`config.mk`:
```
export PLATFORM = sky130hd
export DESIGN_NAME = lane_spare_ctrl
export DESIGN_NICKNAME = d
export VERILOG_FILES = /design/src/rtl/lsc_pkg.sv /design/src/rtl/lsc_rx_path.sv /design/src/rtl/lsc_fail_tracker.sv /design/src/rtl/lsc_tx_path.sv /design/src/rtl/lane_spare_ctrl.sv
export SDC_FILE = /design/constraint.sdc
export NUM_CORES = 1
export LEC_CHECK = 0
export CORE_ASPECT_RATIO = 1.2
export CORE_UTILIZATION = 30
export CTS_CLUSTER_DIAMETER = 100
export DETAILED_ROUTE_END_ITERATION = 10
export MAX_ROUTING_LAYER = met4
export PLACE_DENSITY_LB_ADDON = 0.08
export SYNTH_ARGS = -nofsm -noshare
export SYNTH_HDL_FRONTEND = slang
export SYNTH_HIERARCHICAL = 1
export SYNTH_SLANG_ARGS = --single-unit
```
`constraint.sdc`:
```
create_clock -name clk -period 3.55 [get_ports clk]
set_input_delay 0.355 -clock clk [delete_from_list [all_inputs] [get_ports clk]]
set_output_delay 0.355 -clock clk [all_outputs]
set_load 0.1 [all_outputs]
```
`src/rtl/lsc_pkg.sv`:
```
package lsc_pkg;
  localparam int unsigned DATA_LANES = 18;
  localparam int unsigned PAR_LANE   = DATA_LANES;
  localparam int unsigned SPARE_LANE = DATA_LANES + 1;
  localparam int unsigned LANES      = DATA_LANES + 2;
  localparam int unsigned IDX_W      = $clog2(LANES);

  typedef struct packed {
    logic             vld;
    logic [IDX_W-1:0] idx;
  } spare_map_t;
endpackage

```
`src/rtl/lsc_rx_path.sv`:
```
module lsc_rx_path
  import lsc_pkg::*;
(
  input  logic                  clk,
  input  logic                  rst,
  input  logic [LANES-1:0]      lanes_i,
  input  logic                  valid_i,
  input  spare_map_t            map_i,
  output logic [DATA_LANES-1:0] data_o,
  output logic                  valid_o,
  output logic                  retry_o
);
  logic [DATA_LANES-1:0] steered;
  logic                  par_bad;

  // Put the spare lane in place of the failed data lane.
  for (genvar i = 0; i < DATA_LANES; i++) begin : g_steer
    assign steered[i] = (map_i.vld && map_i.idx == IDX_W'(i)) ?
                        lanes_i[SPARE_LANE] : lanes_i[i];
  end

  assign par_bad = (^steered) ^ lanes_i[PAR_LANE];

  always_ff @(posedge clk) begin
    if (rst) begin
      data_o  <= '0;
      valid_o <= 1'b0;
      retry_o <= 1'b0;
    end else begin
      valid_o <= valid_i & ~par_bad;
      retry_o <= valid_i & par_bad;
      if (valid_i && !par_bad) data_o <= steered;
    end
  end

  // a delivered flit matches the parity lane that came with it
  a_r3_parity_ok: assert property (@(posedge clk) disable iff (rst)
    valid_o |-> ((^data_o) == $past(lanes_i[PAR_LANE])));
  // a retry request only follows a received flit
  a_r4_retry_has_flit: assert property (@(posedge clk) disable iff (rst)
    retry_o |-> $past(valid_i));
endmodule

```
`src/rtl/lsc_fail_tracker.sv`:
```
module lsc_fail_tracker
  import lsc_pkg::*;
#(
  parameter int unsigned FAIL_LIMIT = 4
) (
  input  logic             clk,
  input  logic             rst,
  input  logic             blame_valid_i,
  input  logic [IDX_W-1:0] blame_lane_i,
  input  logic             retry_start_i,
  output spare_map_t       map_o,
  output logic             fatal_o
);
  localparam int unsigned CNT_W = $clog2(FAIL_LIMIT + 1);

  logic [CNT_W-1:0]      cnt [DATA_LANES];
  logic [DATA_LANES-1:0] lane_hit;
  logic                  blame_ok;
  logic                  hit_limit;
  logic                  pend;
  logic [IDX_W-1:0]      pend_idx;
  logic                  commit;

  assign blame_ok  = blame_valid_i && (blame_lane_i < IDX_W'(DATA_LANES));
  assign commit    = retry_start_i && pend;
  assign hit_limit = |lane_hit;

  for (genvar i = 0; i < DATA_LANES; i++) begin : g_cnt
    assign lane_hit[i] = blame_ok && blame_lane_i == IDX_W'(i) &&
                         cnt[i] == CNT_W'(FAIL_LIMIT - 1);

    always_ff @(posedge clk) begin
      if (rst || commit) begin
        cnt[i] <= '0;
      end else if (blame_ok) begin
        if (blame_lane_i == IDX_W'(i)) begin
          if (cnt[i] != CNT_W'(FAIL_LIMIT)) cnt[i] <= cnt[i] + 1'b1;
        end else begin
          cnt[i] <= '0;
        end
      end
    end

    // the run counter saturates at the limit
    a_r6_cnt_bound: assert property (@(posedge clk) disable iff (rst)
      cnt[i] <= CNT_W'(FAIL_LIMIT));
  end

  always_ff @(posedge clk) begin
    if (rst) begin
      pend     <= 1'b0;
      pend_idx <= '0;
      map_o    <= '0;
      fatal_o  <= 1'b0;
    end else begin
      if (hit_limit) begin
        pend     <= 1'b1;
        pend_idx <= blame_lane_i;
      end else if (retry_start_i) begin
        pend <= 1'b0;
      end
      if (commit) begin
        if (!map_o.vld) map_o <= '{vld: 1'b1, idx: pend_idx};
        else            fatal_o <= 1'b1;
      end
    end
  end

  // the mapping appears only on a replay start
  a_r7_commit_at_start: assert property (@(posedge clk) disable iff (rst)
    $rose(map_o.vld) |-> $past(retry_start_i));
  // a committed mapping never moves
  a_r8_map_hold: assert property (@(posedge clk) disable iff (rst)
    map_o.vld |=> (map_o.vld && $stable(map_o.idx)));
  // the fatal flag is sticky and needs an active spare
  a_r9_fatal_sticky: assert property (@(posedge clk) disable iff (rst)
    fatal_o |=> fatal_o);
  a_r9_fatal_needs_spare: assert property (@(posedge clk) disable iff (rst)
    $rose(fatal_o) |-> map_o.vld);
endmodule

```
`src/rtl/lsc_tx_path.sv`:
```
module lsc_tx_path
  import lsc_pkg::*;
(
  input  logic                  clk,
  input  logic                  rst,
  input  logic [DATA_LANES-1:0] data_i,
  input  logic                  valid_i,
  input  logic                  spare_set_i,
  input  logic [IDX_W-1:0]      spare_lane_i,
  input  logic                  replay_start_i,
  output logic [LANES-1:0]      lanes_o,
  output logic                  valid_o
);
  spare_map_t            staged;
  spare_map_t            active;
  logic [DATA_LANES-1:0] pick;
  logic                  spare_bit;

  for (genvar i = 0; i < DATA_LANES; i++) begin : g_pick
    assign pick[i] = active.vld && active.idx == IDX_W'(i) && data_i[i];
  end
  assign spare_bit = |pick;

  always_ff @(posedge clk) begin
    if (rst) begin
      staged <= '0;
      active <= '0;
    end else begin
      if (spare_set_i && spare_lane_i < IDX_W'(DATA_LANES))
        staged <= '{vld: 1'b1, idx: spare_lane_i};
      if (replay_start_i && staged.vld) active <= staged;
    end
  end

  always_ff @(posedge clk) begin
    if (rst) begin
      lanes_o <= '0;
      valid_o <= 1'b0;
    end else begin
      valid_o <= valid_i;
      if (valid_i) lanes_o <= {spare_bit, ^data_i, data_i};
    end
  end

  // the transmit spare becomes active only on a transmit replay start
  a_r12_tx_commit: assert property (@(posedge clk) disable iff (rst)
    $rose(active.vld) |-> $past(replay_start_i));
  // the spare lane is idle on a word sent before any spare was active
  a_r11_spare_idle: assert property (@(posedge clk) disable iff (rst)
    (valid_o && !$past(active.vld)) |-> !lanes_o[SPARE_LANE]);
endmodule

```
`src/rtl/lane_spare_ctrl.sv`:
```
module lane_spare_ctrl
  import lsc_pkg::*;
#(
  parameter int unsigned FAIL_LIMIT = 4
) (
  input  logic                  clk,
  input  logic                  rst,
  input  logic [LANES-1:0]      rx_lanes,
  input  logic                  rx_in_valid,
  output logic [DATA_LANES-1:0] rx_data,
  output logic                  rx_data_valid,
  output logic                  retry_req,
  input  logic                  retry_start,
  input  logic                  blame_valid,
  input  logic [IDX_W-1:0]      blame_lane,
  output logic                  retry_seen,
  output logic                  spare_in_use,
  output logic [IDX_W-1:0]      failed_lane,
  output logic                  link_fatal,
  input  logic [DATA_LANES-1:0] tx_data,
  input  logic                  tx_in_valid,
  input  logic                  tx_spare_set,
  input  logic [IDX_W-1:0]      tx_spare_lane,
  input  logic                  tx_replay_start,
  output logic [LANES-1:0]      tx_lanes,
  output logic                  tx_lanes_valid
);
  spare_map_t rx_map;

  lsc_rx_path u_rx (
    .clk(clk), .rst(rst), .lanes_i(rx_lanes), .valid_i(rx_in_valid),
    .map_i(rx_map), .data_o(rx_data), .valid_o(rx_data_valid),
    .retry_o(retry_req)
  );

  lsc_fail_tracker #(.FAIL_LIMIT(FAIL_LIMIT)) u_track (
    .clk(clk), .rst(rst), .blame_valid_i(blame_valid),
    .blame_lane_i(blame_lane), .retry_start_i(retry_start),
    .map_o(rx_map), .fatal_o(link_fatal)
  );

  lsc_tx_path u_tx (
    .clk(clk), .rst(rst), .data_i(tx_data), .valid_i(tx_in_valid),
    .spare_set_i(tx_spare_set), .spare_lane_i(tx_spare_lane),
    .replay_start_i(tx_replay_start), .lanes_o(tx_lanes),
    .valid_o(tx_lanes_valid)
  );

  assign spare_in_use = rx_map.vld;
  assign failed_lane  = rx_map.idx;

  always_ff @(posedge clk) begin
    if (rst) retry_seen <= 1'b0;
    else     retry_seen <= retry_seen | retry_req;
  end

  // the retry flag follows a request and then holds
  a_r5_seen_follows: assert property (@(posedge clk) disable iff (rst)
    retry_req |=> retry_seen);
  a_r5_seen_sticky: assert property (@(posedge clk) disable iff (rst)
    retry_seen |=> retry_seen);
endmodule

```
==> metrics.csv <==
metric,value,unit
Worst Reg2Reg Path Length in Cells,8,
violation count after the first detailed-route iteration,259,
ant diodes,0,
routed len/inst,15.03,um
gate count after technology mapping,764,
CP Capture Type,register,
H-tree Lvls,4,
final number of max-transition violations,0,
clock insertion delay at the later pin of the skew report,0.41,ns
# rows,61,
estimated wirelength of the detail-placed design,13.37,mm
x dimension of the die,143.2,um
drc violations,0,
number of I/O pins,105,
gr ovfl total,0,
initial antenna violation count,0,
Starting Density,30.73,%
Syn Area/Cell,9.394,um2
nets@finish,980,
Achievable Freq,322.5,MHz
number of enable flip-flop cells after synthesis,54,
max-capacitance violation count,0,
Clock transition at path regs,0.06,ns
minimum clock period,3.101,ns
number of cells traversed by the worst hold path,2,
type of the setup path with the least slack,register to register,
Via-to-Cell Ratio,4.750,
unique cell type count in the Yosys netlist,70,
clock tree from TritonCTS,done,
clock buffer count from CTS,17,
kind of launch point of the worst setup path,register,
leakage power of the design,0.003686,uW
number of storage elements in the synthesis netlist,121,
placeable core region,23350,um2
share of async-settable or async-resettable flops after synthesis,0,%
die area,24550,um2
final-report hold violation count,0,
Relative slew margins,32.21,%
global placer's final weighted congestion,0.8019,
worst-path fanout max,18,
most common library cells after synthesis,"sky130_fd_sc_hd__nor2_1, sky130_fd_sc_hd__inv_1, sky130_fd_sc_hd__dfxtp_1",
clock skew,0.01088,ns
share of the synthesized area in the top cell type,22.59,%
synth-to-layout area growth,27.51,%
cell area after layout,9151,um2
IR Drop Worst-Case VDD,323.2,uV
net count of the mapped netlist,874,
total wirelength of the detailed-routed design,18.00,mm
number of iterations in the first detailed-routing pass,5,
"Seq/Total Area, Yosys",41.28,%
buffer levels on the longest clock path,2,
worst path arrival time,3.36,ns
largest net degree at the start of global routing,68,
Die Height,171.4,um
Critical Path RT,3.81,ns
Power Density,548.2,nW/um2
sum of negative setup slack,0,ns
fraction of layout instances using a drive strength above 1,9.173,%
Total GRT Usage,15.76,%
Main synth FF type,sky130_fd_sc_hd__dfxtp_1,
final setup violating endpoints,0,
worst hold-check path type,input pin to register,
RSZ-0062 raised after global routing,false,
leading cell types by total area after synthesis,"sky130_fd_sc_hd__edfxtp_1, sky130_fd_sc_hd__dfxtp_1, sky130_fd_sc_hd__ha_1",
DR vias,5690,
via count of the first global-routing pass,5815,
antenna violation net count after detailed routing,0,
standard cell area after detailed placement,8593,um2
port buffer count,104,
global-route wire length before repair,29.10,mm
share of the cycle needed by the critical path after routing,87.35,%
post-synth design cell area,7177,um2
Filler Cells Inserted,2354,
most common cell in the synthesized netlist,sky130_fd_sc_hd__nor2_1,
clock tree root driver cell,sky130_fd_sc_hd__clkbuf_16,
run status,"complete, no violations",
transition time of the tightest slew-check pin,1.014,ns
top cell type by total area after synthesis,sky130_fd_sc_hd__edfxtp_1,
number of clock sinks,121,
warning count from the yosys run,6,
## placed cells by master (no fill, tap or decap), types with 6 or more instances in the layout
cell type / Yosys / final
sky130_fd_sc_hd__a21oi_1: 43 / 42
sky130_fd_sc_hd__nor2b_1: 6 / 6
sky130_fd_sc_hd__nor2_1: 93 / 93
sky130_fd_sc_hd__nand2_1: 50 / 50
sky130_fd_sc_hd__xnor2_1: 19 / 19
sky130_fd_sc_hd__ha_1: 54 / 54
sky130_fd_sc_hd__clkdlybuf4s50_1: 0 / 103
sky130_fd_sc_hd__edfxtp_1: 54 / 54
sky130_fd_sc_hd__dfxtp_1: 67 / 67
sky130_fd_sc_hd__xor2_1: 7 / 7
sky130_fd_sc_hd__a311oi_1: 7 / 7
sky130_fd_sc_hd__o21ai_0: 21 / 21
sky130_fd_sc_hd__clkbuf_16: 0 / 18
sky130_fd_sc_hd__a211oi_2: 10 / 10
sky130_fd_sc_hd__nand3_1: 40 / 40
sky130_fd_sc_hd__nor3_1: 18 / 18
sky130_fd_sc_hd__buf_4: 4 / 22
sky130_fd_sc_hd__mux2i_1: 48 / 48
sky130_fd_sc_hd__nand2b_1: 11 / 11
sky130_fd_sc_hd__nand4_1: 7 / 7
sky130_fd_sc_hd__inv_1: 80 / 80
## worst max-delay path, stage by stage, from the launching register on
cell and delay (ns):
sky130_fd_sc_hd__dfxtp_1 0.52, sky130_fd_sc_hd__and4bb_1 0.49, sky130_fd_sc_hd__nand2_1 0.13, sky130_fd_sc_hd__mux2i_1 0.26, sky130_fd_sc_hd__xnor3_1 0.37, sky130_fd_sc_hd__xnor3_1 0.18, sky130_fd_sc_hd__xnor3_1 0.39, sky130_fd_sc_hd__and2_2 0.46
sky130_fd_sc_hd__a311oi_2 0.16
## metrics by stage
step           std cells  hold slack (ns)  setup WS (ns)  utilization [%]  total power, uW
2_1_floorplan        764           0.4366        0.01740                -             3023
3_3_place_gp        1166           0.4439        0.04079            36.79             3431
3_5_place_dp        1166           0.4485        0.01520            36.79             3453
4_1_cts             1198           0.1832         0.1144            39.18             5092
5_1_grt             1198           0.1974         0.1853            39.18             5247
6_report            1198           0.2050         0.4492            39.18             5017
## sequential cells by signal, summed over array words and instances (netlist names)
| register | flops |
|---|---|
| u_rx/retry_o | 1 |
| u_rx/data_o | 18 |
| u_rx/valid_o | 1 |
| u_tx/staged | 6 |
| u_track/map_o | 6 |
| u_track/cnt | 54 |
| u_track/pend | 1 |
| u_tx/lanes_o | 20 |
| u_tx/valid_o | 1 |
| retry_seen | 1 |
| u_tx/active | 6 |
| u_track/pend_idx | 5 |
| u_track/fatal_o | 1 |
## cell families (layout without fill, tap and decap cells)
kind of cell | count (synthesis) | in the layout | share of synthesized area (%)
AND/OR/NAND/NOR | 262 | 262 | 18.11
AO/OA/AOI/OAI | 122 | 122 | 11.52
flip-flops | 121 | 121 | 41.28
buffers and inverters | 121 | 240 | 7.060
adder cells (fa/ha/maj) | 54 | 54 | 9.414
multiplexers | 52 | 52 | 7.636
XOR/XNOR | 32 | 32 | 4.969
## power by group
group | switching (uW) | internal (uW)
clock network | 649 | 953
logic | 1220 | 507
registers | 87.0 | 1600
## routing by layer
metal | global-route usage [%] | wire [um] | vias to the layer above
li1 | - | - | 2880
met1 | 18.01 | 7845 | 2682
met2 | 27.38 | 9177 | 108
met3 | 2.867 | 670 | 20
met4 | 5.704 | 307 | 0
met5 | - | 0 | -
## final cells by class
type / count / area [um2] / area share [%]
Clock buffer: 19 / 464.2 / 5.072
Clock inverter: 13 / 92.59 / 1.012
Inverter: 81 / 304.0 / 3.322
Multi-Input combinational cell: 522 / 3712 / 40.57
Sequential cell: 121 / 2963 / 32.38
Tap cell: 315 / 394.1 / 4.307
Timing Repair Buffer: 127 / 1221 / 13.34
## timing repair
action                                  in CTS  in global routing
setup buffers                                0                  0
resized for setup                            0                  1
endpoints found under the setup margin       0                 18
hold buffers                                 0                  0
## worst paths after layout
kind	from	to	slack [ns]
worst min-delay path	rst	u_track/pend$_SDFFE_PP0P_	0.21
worst max-delay path	u_track/map_o[5]$_SDFFE_PP0P_	u_rx/data_o[6]$_SDFFE_PP0P_	0.45
worst max register to register	u_track/map_o[5]$_SDFFE_PP0P_	u_rx/data_o[6]$_SDFFE_PP0P_	0.45
worst min register to register	retry_seen$_SDFF_PP0_	retry_seen$_SDFF_PP0_	0.46
Power figures use the tool's default switching activity.
